===== config.mk =====
export PLATFORM = sky130hd
export DESIGN_NAME = pfsel_top
export DESIGN_NICKNAME = d
export VERILOG_FILES = /design/src/rtl/pfsel_pkg.sv /design/src/rtl/pfsel_evt_ctr.sv /design/src/rtl/pfsel_fitness.sv /design/src/rtl/pfsel_cfg_rng.sv /design/src/rtl/pfsel_top.sv
export SDC_FILE = /design/constraint.sdc
export NUM_CORES = 1
export LEC_CHECK = 0
export ABC_CLOCK_PERIOD_IN_PS = 6980
export CAP_MARGIN = 0
export CORE_MARGIN = 3
export CORE_UTILIZATION = 45
export CTS_BUF_LIST = sky130_fd_sc_hd__clkbuf_16
export DETAILED_ROUTE_END_ITERATION = 8
export DONT_BUFFER_PORTS = 1
export GPL_TIMING_DRIVEN = 0
export PLACE_DENSITY = 0.6
export SETUP_SLACK_MARGIN = 0.02
export SLEW_MARGIN = 20
export SYNTH_ARGS = -nofsm -noshare
export SYNTH_HDL_FRONTEND = slang
export SYNTH_SLANG_ARGS = --single-unit

===== constraint.sdc =====
create_clock -name clk -period 6.98 [get_ports clk]
set_input_delay 1.396 -clock clk [delete_from_list [all_inputs] [get_ports clk]]
set_output_delay 1.396 -clock clk [all_outputs]
set_load 0.02 [all_outputs]

===== src/rtl/pfsel_pkg.sv =====
package pfsel_pkg;

    localparam int DEG_MAX      = 16;
    localparam int DIST_MAX     = 16;
    localparam int REGION_CODES = 11;

    localparam int DEG_W  = $clog2(DEG_MAX + 1);
    localparam int DIST_W = $clog2(DIST_MAX + 1);
    localparam int REG_W  = $clog2(REGION_CODES);

    localparam logic [15:0] LFSR_MASK = 16'hB400;

    typedef struct packed {
        logic [DEG_W-1:0]  degree;
        logic [DIST_W-1:0] distance;
        logic [REG_W-1:0]  region;
    } pf_cfg_t;

    // One Galois step, shifting right
    function automatic logic [15:0] lfsr_next(input logic [15:0] s);
        return s[0] ? ((s >> 1) ^ LFSR_MASK) : (s >> 1);
    endfunction

    // Fold LFSR fields into the legal ranges
    function automatic pf_cfg_t cfg_from_rand(input logic [15:0] s);
        pf_cfg_t c;
        c.degree   = DEG_W'(32'(s[4:0]) % (DEG_MAX + 1));
        c.distance = DIST_W'(32'(s[9:5]) % (DIST_MAX + 1));
        c.region   = REG_W'(32'(s[13:10]) % REGION_CODES);
        return c;
    endfunction

endpackage


===== src/rtl/pfsel_evt_ctr.sv =====
module pfsel_evt_ctr #(
    parameter int CNT_W = 16
) (
    input  logic           clk,
    input  logic           rst_n,
    input  logic           clear_i,
    input  logic           hit_i,
    input  logic           late_i,
    input  logic           miss_i,
    output logic [CNT_W:0] hit_tot_o,
    output logic [CNT_W:0] late_tot_o,
    output logic [CNT_W:0] miss_tot_o
);

    typedef struct packed {
        logic [CNT_W-1:0] hits;
        logic [CNT_W-1:0] late;
        logic [CNT_W-1:0] miss;
    } ctr_t;

    ctr_t cnt_d, cnt_q;

    always_comb begin
        cnt_d = cnt_q;
        if (clear_i) begin
            cnt_d = '0;
        end else begin
            if (hit_i  && !(&cnt_q.hits)) cnt_d.hits = cnt_q.hits + 1'b1;
            if (late_i && !(&cnt_q.late)) cnt_d.late = cnt_q.late + 1'b1;
            if (miss_i && !(&cnt_q.miss)) cnt_d.miss = cnt_q.miss + 1'b1;
        end
    end

    always_ff @(posedge clk or negedge rst_n) begin
        if (!rst_n) cnt_q <= '0;
        else        cnt_q <= cnt_d;
    end

    // Totals include the event of the current cycle
    assign hit_tot_o  = {1'b0, cnt_q.hits} + (CNT_W+1)'(hit_i);
    assign late_tot_o = {1'b0, cnt_q.late} + (CNT_W+1)'(late_i);
    assign miss_tot_o = {1'b0, cnt_q.miss} + (CNT_W+1)'(miss_i);


    clear_zero_chk: assert property (@(posedge clk) disable iff (!rst_n)
        clear_i |=> (cnt_q == '0));

endmodule


===== src/rtl/pfsel_fitness.sv =====
module pfsel_fitness #(
    parameter int CNT_W     = 16,
    parameter int CYC_W     = 24,
    parameter int MISS_K    = 4,
    parameter int BW_THRESH = 32,
    parameter int MW        = 25,
    parameter int FIT_W     = 27
) (
    input  logic [CNT_W:0]           hits_i,
    input  logic [CNT_W:0]           late_i,
    input  logic [CNT_W:0]           misses_i,
    input  logic [CYC_W:0]           cycles_i,
    output logic signed [FIT_W-1:0]  fit_o
);

    logic [MW-1:0] load;
    logic [MW-1:0] budget;
    logic [MW-1:0] pen;

    always_comb begin
        load   = MW'(misses_i) * MW'(MISS_K);
        budget = MW'(cycles_i) / MW'(BW_THRESH);
        pen    = (load > budget) ? (load - budget) : '0;
        fit_o  = $signed(FIT_W'(hits_i)) - $signed(FIT_W'(late_i))
               - $signed(FIT_W'(pen));
    end


    always_comb begin
        pen_bound_chk: assert (pen <= load);
    end

endmodule


===== src/rtl/pfsel_cfg_rng.sv =====
module pfsel_cfg_rng
    import pfsel_pkg::*;
#(
    parameter logic [15:0] SEED = 16'hACE1
) (
    input  logic    clk,
    input  logic    rst_n,
    input  logic    advance_i,
    output pf_cfg_t shadow_o
);

    localparam logic [15:0] SEED_SAFE = (SEED == 16'h0) ? 16'h0001 : SEED;

    logic [15:0] lfsr_d, lfsr_q;

    always_comb begin
        lfsr_d = lfsr_q;
        if (advance_i) lfsr_d = lfsr_next(lfsr_q);
    end

    always_ff @(posedge clk or negedge rst_n) begin
        if (!rst_n) lfsr_q <= SEED_SAFE;
        else        lfsr_q <= lfsr_d;
    end

    assign shadow_o = cfg_from_rand(lfsr_q);


    lfsr_live_chk: assert property (@(posedge clk) disable iff (!rst_n)
        lfsr_q != 16'h0);


    cfg_range_chk: assert property (@(posedge clk) disable iff (!rst_n)
        (32'(shadow_o.degree) <= DEG_MAX) && (32'(shadow_o.distance) <= DIST_MAX)
        && (32'(shadow_o.region) < REGION_CODES));


    shadow_hold_chk: assert property (@(posedge clk) disable iff (!rst_n)
        !advance_i |=> $stable(shadow_o));

endmodule


===== src/rtl/pfsel_top.sv =====
module pfsel_top
    import pfsel_pkg::*;
#(
    parameter int          WINDOW_MISSES = 2000,
    parameter int          NEED_WINS     = 1,
    parameter int          MISS_K        = 4,
    parameter int          BW_THRESH     = 32,
    parameter int          CNT_W         = 16,
    parameter int          CYC_W         = 24,
    parameter logic [15:0] SEED          = 16'hACE1
) (
    input  logic              clk,
    input  logic              rst_n,
    input  logic              real_hit,
    input  logic              real_late,
    input  logic              real_miss,
    input  logic              shadow_hit,
    input  logic              shadow_late,
    input  logic              shadow_miss,
    output logic [DEG_W-1:0]  live_degree,
    output logic [DIST_W-1:0] live_distance,
    output logic [REG_W-1:0]  live_region,
    output logic [DEG_W-1:0]  shadow_degree,
    output logic [DIST_W-1:0] shadow_distance,
    output logic [REG_W-1:0]  shadow_region
);

    localparam int WIN_W = $clog2(WINDOW_MISSES + 1);
    localparam int STK_W = $clog2(NEED_WINS + 1);
    localparam int KW    = $clog2(MISS_K + 1);
    localparam int PW    = CNT_W + 1 + KW;
    localparam int MW    = (PW > CYC_W + 1) ? PW : CYC_W + 1;
    localparam int FIT_W = MW + 2;

    typedef struct packed {
        logic [WIN_W-1:0] win;
        logic [CYC_W-1:0] cyc;
        logic [STK_W-1:0] streak;
        pf_cfg_t          live;
    } state_t;

    state_t st_d, st_q;

    // side 0 = real directory, side 1 = shadow directory
    logic [1:0] hit_v, late_v, miss_v;
    assign hit_v  = {shadow_hit,  real_hit};
    assign late_v = {shadow_late, real_late};
    assign miss_v = {shadow_miss, real_miss};

    logic [CNT_W:0]          hit_tot  [2];
    logic [CNT_W:0]          late_tot [2];
    logic [CNT_W:0]          miss_tot [2];
    logic signed [FIT_W-1:0] fit      [2];
    logic [CYC_W:0]          cyc_tot;
    logic                    eval;
    logic                    shadow_better;
    logic                    adopt;
    logic [STK_W:0]          streak_inc;
    pf_cfg_t                 shadow_cfg;

    assign cyc_tot = {1'b0, st_q.cyc} + (CYC_W+1)'(1);
    assign eval    = real_miss && (st_q.win == WIN_W'(WINDOW_MISSES - 1));

    for (genvar s = 0; s < 2; s++) begin : g_side
        pfsel_evt_ctr #(.CNT_W(CNT_W)) u_ctr (
            .clk        (clk),
            .rst_n      (rst_n),
            .clear_i    (eval),
            .hit_i      (hit_v[s]),
            .late_i     (late_v[s]),
            .miss_i     (miss_v[s]),
            .hit_tot_o  (hit_tot[s]),
            .late_tot_o (late_tot[s]),
            .miss_tot_o (miss_tot[s])
        );

        pfsel_fitness #(
            .CNT_W     (CNT_W),
            .CYC_W     (CYC_W),
            .MISS_K    (MISS_K),
            .BW_THRESH (BW_THRESH),
            .MW        (MW),
            .FIT_W     (FIT_W)
        ) u_fit (
            .hits_i   (hit_tot[s]),
            .late_i   (late_tot[s]),
            .misses_i (miss_tot[s]),
            .cycles_i (cyc_tot),
            .fit_o    (fit[s])
        );
    end

    pfsel_cfg_rng #(.SEED(SEED)) u_rng (
        .clk       (clk),
        .rst_n     (rst_n),
        .advance_i (eval),
        .shadow_o  (shadow_cfg)
    );

    always_comb begin
        st_d          = st_q;
        shadow_better = fit[1] > fit[0];
        streak_inc    = {1'b0, st_q.streak} + (STK_W+1)'(1);
        adopt         = eval && shadow_better
                        && (streak_inc >= (STK_W+1)'(NEED_WINS));
        if (eval) begin
            st_d.win = '0;
            st_d.cyc = '0;
            if (adopt) begin
                st_d.live   = shadow_cfg;
                st_d.streak = '0;
            end else if (shadow_better) begin
                st_d.streak = streak_inc[STK_W-1:0];
            end else begin
                st_d.streak = '0;
            end
        end else begin
            if (real_miss)   st_d.win = st_q.win + 1'b1;
            if (!(&st_q.cyc)) st_d.cyc = st_q.cyc + 1'b1;
        end
    end

    always_ff @(posedge clk or negedge rst_n) begin
        if (!rst_n) st_q <= '0;
        else        st_q <= st_d;
    end

    assign live_degree     = st_q.live.degree;
    assign live_distance   = st_q.live.distance;
    assign live_region     = st_q.live.region;
    assign shadow_degree   = shadow_cfg.degree;
    assign shadow_distance = shadow_cfg.distance;
    assign shadow_region   = shadow_cfg.region;


    live_hold_chk: assert property (@(posedge clk) disable iff (!rst_n)
        !eval |=> $stable(st_q.live));


    win_bound_chk: assert property (@(posedge clk) disable iff (!rst_n)
        32'(st_q.win) < WINDOW_MISSES);


    streak_bound_chk: assert property (@(posedge clk) disable iff (!rst_n)
        32'(st_q.streak) < NEED_WINS);


    loss_keeps_live_chk: assert property (@(posedge clk) disable iff (!rst_n)
        (eval && !(fit[1] > fit[0])) |=> $stable(st_q.live));

endmodule


==> results of run 1 <==
## per-stage QoR
| step | util | area [µm²] | TNS, ps | worst slack [ps] | std cells |
|---|---|---|---|---|---|
| 2_1_floorplan | - | 15500 | -11500 | -883 | 1822 |
| 3_3_place_gp | 0.485 | 16000 | -33330 | -2470 | 2264 |
| 3_5_place_dp | 0.485 | 16000 | -31580 | -2340 | 2264 |
| 4_1_cts | 0.521 | 17200 | -8400 | -613 | 2324 |
| 5_1_grt | 0.531 | 17500 | -14280 | -1030 | 2337 |
| 6_report | 0.531 | 17500 | -8870 | -650 | 2337 |
## cell families after synthesis
logic type	count (synthesis)
AND/OR/NAND/NOR	636
XOR/XNOR	224
other	1
AO/OA/AOI/OAI	353
buffers and inverters	192
adder cells (fa/ha/maj)	222
flip-flops	161
multiplexers	32
## cells in the final DEF, fill, tap and decap left out, types with 11 or more instances in the layout
cell type  synthesis  layout
nand2_1          164     161
and3_1            26      24
a31oi_1           18      15
a21oi_1          116     108
or2_2             14      14
nand4_1           37      37
and2_1            15      15
o21a_1            21      20
clkbuf_1          26      26
xor2_1            97      94
nor3_1            31      28
inv_1            137     137
dfrtp_1          153     153
mux2_2            25      11
o21ai_0           77      65
ha_1             209     195
clkbuf_16          0      18
buf_4             14      52
or3_1             31      29
xnor2_1          123     115
a21o_1            31      31
nand2b_1          14      14
nor2_1           198     192
nand3_1           55      51
mux2_4             0      14
## cell usage after synthesis, drive strengths merged, types with 32 or more instances
master	number	share of area
nand3	56	0.019
a21oi	117	0.038
xnor2	125	0.072
inv	137	0.034
o21ai	80	0.026
nand2	164	0.040
xor2	97	0.055
dfrtp	153	0.25
nor3	32	0.011
nand4	38	0.016
nor2	200	0.049
ha	209	0.17
## worst max-delay path, delay by kind of cell
kind | cells | cell delay, ps
AOI/OAI and AO/OA | 14 | 2600
xor gates and xnor gates | 2 | 260
adders and majority gates | 7 | 1660
buffers and inverters | 4 | 580
muxes | 2 | 500
and+or+nand+nor | 5 | 960
## layout make-up
| cell class | instances | share of cell area |
|---|---|---|
| clock inverter | 14 | 0.0108 |
| inverter | 137 | 0.0293 |
| tap | 442 | 0.0315 |
| buffer | 55 | 0.0180 |
| multi-input combinational | 1469 | 0.636 |
| sequential | 161 | 0.230 |
| clock buffer | 17 | 0.0242 |
| timing repair buffer | 42 | 0.0203 |
## flip-flops by register name (all words and copies together) (netlist names)
name / cells
live_degree: 5
live_region: 4
g_side.u_ctr.cnt_q: 96
u_rng.lfsr_q: 16
st_q: 35
live_distance: 5
## path summary, 6_finish.rpt
| path | startpoint | to | slack (ps) | depth (start not counted) |
|---|---|---|---|---|
| worst max-delay path | real_miss | live_region[1] | -650 | 34 |
| worst min-delay path | u_rng.lfsr_q[6] | u_rng.lfsr_q[5] | 500 | 2 |
| worst max register to register | st_q[27] | live_region[1] | -550 | 34 |
| worst min register to register | u_rng.lfsr_q[6] | u_rng.lfsr_q[5] | 500 | 2 |
| max in group asynchronous | rst_n | u_rng.lfsr_q[7] | 6070 | 0 |
| min in group asynchronous | rst_n | g_side[0].u_ctr.cnt_q[2] | 650 | 0 |
## repair_timing
item	in CTS	in global routing
gates resized for setup	74	44
pin swaps	38	49
gates cloned	0	1
setup endpoints to repair	14	14
setup buffers	29	12
endpoints found under the hold margin	0	0
## layer usage
| metal | routed length (µm) | GRT usage | vias up |
|---|---|---|---|
| met5 | 0 | 0 | - |
| li1 | - | - | 6473 |
| met4 | 534 | 0.0519 | 0 |
| met2 | 17700 | 0.357 | 197 |
| met3 | 1040 | 0.0301 | 31 |
| met1 | 18300 | 0.285 | 6184 |
==> impl_metrics.yaml, run 1 <==
synthesis:
  ys_ff_latch: 161
  synth_cells: 1821
  async_flop_share: 1.00
  synth_top_flop_cell: "dfrtp_1"
  synthSimpleGateAreaFrac: 0.200
  synth-compound-area-share: 0.146
  synth.distinct_cells: 81
  ys_warn_count: 0
  synth_top_family_by_area: "simple AND/OR/NAND/NOR gates"
  seq_area_frac_synth: 0.264
  yosys.area_share.xor_xnor: 0.131
  synth_area_um2: 15300
  synth_enable_flop_cells: 0
  synthMuxAreaShare: 0.0229
  postSynthAreaPerCell_um2: 8.41
  synthAdderAreaFrac: 0.185
timing:
  final.min_clock_period_ps: 7630
  period_share: 1.09
  worst_slack_ps: -650
  hold_violations: 0
  grt_setup_unrepaired: "true"
  slew_headroom: 0.313
  fin_skew_ps: 16.0
  worst_pin_slew_ps: 1030
  drv_slew: 0
  whs_ps: 502
  finalSetupViolCount: 14
  fmax_mhz: 131
outcome:
  status: "finished, violations left"
  violations: "setup timing"
grt:
  grt_pass1_vias: 12600
  globalRouteTotalUtil: 0.211
  antenna_found_initial: 0
  grt_overflow: 0
  grt_pass1_wl_mm: 61.9
  grt_max_degree: 162
layout:
  nNetsFinal: 2108
  drive_gt1_frac: 0.133
  register_area_um2: 4040
  nFillCells: 3129
  area_growth_syn_to_layout_pct: 14.5
  multiInputGateArea_um2: 11200
  insertedDiodeCount: 0
die:
  fp.dieW_um: 191
  start_util: 0.464
  dieArea_um2: 36300
  io_pins: 36
  num_rows: 66
  dieHeight_um: 191
  core_area_um2: 33000
placement:
  place_congestion: 0.908
  io_buffers: 0
  hpwlAfterDp_mm: 28.8
run:
  drv_cap: 0
clocking:
  cts_root_buf: "clkbuf_16"
  cts_max_path_buffers: 2
  clkTransAtPathRegs_ps: 70
  clkSinkCount: 161
  cts_hold_buf: 0
  htreeDepth: 4
  cts-buffers-inserted: 17
  tritoncts: "yes"
  clock_latency_ps: 450
worst_setup_path:
  end_kind: "register"
  cp_slowest_cell: "or3_4"
  cpPeakStageDelay_ps: 390
  start_kind: "input pin"
  crit_fanout: 8
  cp_data_required_time_ps: 7310
  arrival_ps: 7960
  critPathKind: "input pin to register"
route:
  vias: 12900
  ant_nets: 0
  route.detailed.drc: 0
  first_pass_iters: 5
  drt_iter0_drc: 705
  finalWirelength_mm: 37.5
  wire_per_inst_um: 16.1
  viasPerCell: 5.51
worst_hold_path:
  hp-class: "register to register"
Power of run 1 is not shown: default switching activity piles up to over one toggle a cycle in this logic, so the estimate is an artifact.
==> inputs of run 2 (changes only) <==
--- a/config.mk
+++ b/config.mk
@@ -8,12 +8,12 @@
 export ABC_CLOCK_PERIOD_IN_PS = 6980
 export CAP_MARGIN = 0
 export CORE_MARGIN = 3
-export CORE_UTILIZATION = 45
+export CORE_UTILIZATION = 35
 export CTS_BUF_LIST = sky130_fd_sc_hd__clkbuf_16
 export DETAILED_ROUTE_END_ITERATION = 8
 export DONT_BUFFER_PORTS = 1
 export GPL_TIMING_DRIVEN = 0
-export PLACE_DENSITY = 0.6
+export PLACE_DENSITY = 0.49
 export SETUP_SLACK_MARGIN = 0.02
 export SLEW_MARGIN = 20
 export SYNTH_ARGS = -nofsm -noshare
==> run 2 against run 1 <==
Core utilization down 11 points. Final cell count up 6.7%. Critical path type unchanged. Die area up 28%. Via count down 0.33%. Routed wire length up 9.0%. Largest cell class unchanged. Clock skew about the same. Non-clock buffer count up 13. The flow still finishes with violations (setup timing).
==> impl_metrics.yaml, run 2 (synthesis results as in run 1) <==
grt:
  antenna_found_initial: 0
  grt_pass1_vias: 12600
  grt_max_degree: 162
  grt_pass1_wl_mm: 65.4
  grt_overflow: 0
  globalRouteTotalUtil: 0.177
die:
  num_rows: 76
  io_pins: 36
  fp.dieW_um: 215
  dieHeight_um: 215
  core_area_um2: 43200
  dieArea_um2: 46300
  start_util: 0.355
worst_setup_path:
  cpPeakStageDelay_ps: 490
  reg2reg_slack_ps: -420
  end_kind: "register"
  start_kind: "input pin"
  arrival_ps: 7930
  rr_startpoint: "st_q[16]"
  rr_endpoint: "live_degree[0]"
  r2r_cells: 39
  cp_data_required_time_ps: 7320
  crit_fanout: 8
  cp.buffers_inverters: 3
  cp_slowest_cell: "o41ai_4"
  critical_path.top_delay_family: "compound AO/OA/AOI/OAI gates"
  critPathKind: "input pin to register"
layout:
  largest_reg_flops: 96
  largest_register: "g_side.u_ctr.cnt_q"
  nNetsFinal: 2121
  area_growth_syn_to_layout_pct: 17.9
  largest_registers: "g_side.u_ctr.cnt_q: 96 flops, st_q: 35 flops, u_rng.lfsr_q: 16 flops"
  final_cell_mix: "189 x nor2_1, 189 x ha_1, 158 x nand2_1"
  nFillCells: 4401
  final_util: 0.418
  insertedDiodeCount: 0
  drive_gt1_frac: 0.155
timing:
  fin_skew_ps: 16.1
  final.min_clock_period_ps: 7600
  finalSetupViolCount: 14
  worst_slack_ps: -616
  grt_setup_unrepaired: "true"
  fmax_mhz: 132
  whs_ps: 497
  period_share: 1.09
  hold_violations: 0
  slew_headroom: 0.328
  worst_pin_slew_ps: 1010
  drv_slew: 0
outcome:
  status: "finished, violations left"
  violations: "setup timing"
worst_hold_path:
  min_from: "u_rng.lfsr_q[6]"
  hp-class: "register to register"
  min_to: "u_rng.lfsr_q[5]"
  holdPathStages: 2
run:
  drv_cap: 0
route:
  vias: 12800
  ant_nets: 0
  drt_iter0_drc: 575
  wire_per_inst_um: 16.4
  route.detailed.drc: 0
  viasPerCell: 5.15
  finalWirelength_mm: 40.9
  first_pass_iters: 5
clocking:
  cts-buffers-inserted: 17
  clock_latency_ps: 460
  clkSinkCount: 161
  clkTransAtPathRegs_ps: 60
  tritoncts: "yes"
  cts_root_buf: "clkbuf_16"
  cts_max_path_buffers: 2
  htreeDepth: 4
placement:
  hpwlAfterDp_mm: 31.2
  io_buffers: 0
  dp_slack_ps: -2490
  place_congestion: 0.837
==> run 2: final cells by class <==
| cell class | instances | area (µm²) | share of cell area |
|---|---|---|---|
| Multi-Input combinational cell | 1469 | 11400 | 0.631 |
| Sequential cell | 161 | 4040 | 0.224 |
| Tap cell | 585 | 732 | 0.0405 |
| Inverter | 137 | 514 | 0.0285 |
| Timing Repair Buffer | 56 | 469 | 0.0260 |
| Clock buffer | 17 | 425 | 0.0236 |
| Buffer | 54 | 305 | 0.0169 |
| Clock inverter | 14 | 173 | 0.00956 |
==> run 2: metal layers <==
layer | global-route usage | share of wire | up-vias
met5 | 0 | 0 | -
met4 | 0.0522 | 0.020 | 0
met3 | 0.0294 | 0.033 | 38
met2 | 0.304 | 0.48 | 162
met1 | 0.228 | 0.47 | 6161
li1 | - | - | 6481
==> run 2: repair_timing <==
action	in CTS	in global routing
setup buffers	40	15
hold buffers	0	0
pin swaps	47	47
setup endpoints to repair	14	14
cloned	1	1
gates resized for setup	97	66
hold endpoints to repair	0	0
==> run 2: worst reg2reg max path, delay by kind of cell (launching register included) <==
| kind | cells | cell delay, ps |
|---|---|---|
| AO/OA/AOI/OAI | 16 | 3020 |
| AND/OR/NAND/NOR | 12 | 1600 |
| buffers and inverters | 3 | 440 |
| flip-flops | 1 | 430 |
| adder cells (fa/ha/maj) | 4 | 930 |
| multiplexers | 2 | 500 |
| XOR/XNOR | 2 | 360 |
==> run 2: metrics by stage <==
step | setup TNS [ps] | area [µm²] | std cells
global placement | -33730 | 16200 | 2407
global route | -12280 | 18100 | 2493
detailed placement | -33610 | 16200 | 2407
floorplan | -11500 | 15500 | 1822
CTS | -8510 | 17600 | 2477
finish | -8510 | 18100 | 2493
==> run 2: worst max path at each step <==
stage | startpoint | endpoint | slack, ps | cells after the start
final | real_miss | live_degree[0] | -620 | 35
after global routing | real_miss | live_degree[2] | -890 | 36
after CTS | real_miss | live_degree[1] | -620 | 36
after detailed placement | shadow_miss | live_distance[2] | -2490 | 34
after global placement | shadow_miss | live_distance[1] | -2500 | 34
after floorplan | real_miss | live_degree[0] | -880 | 36
Power of run 2 is left out for the same reason.
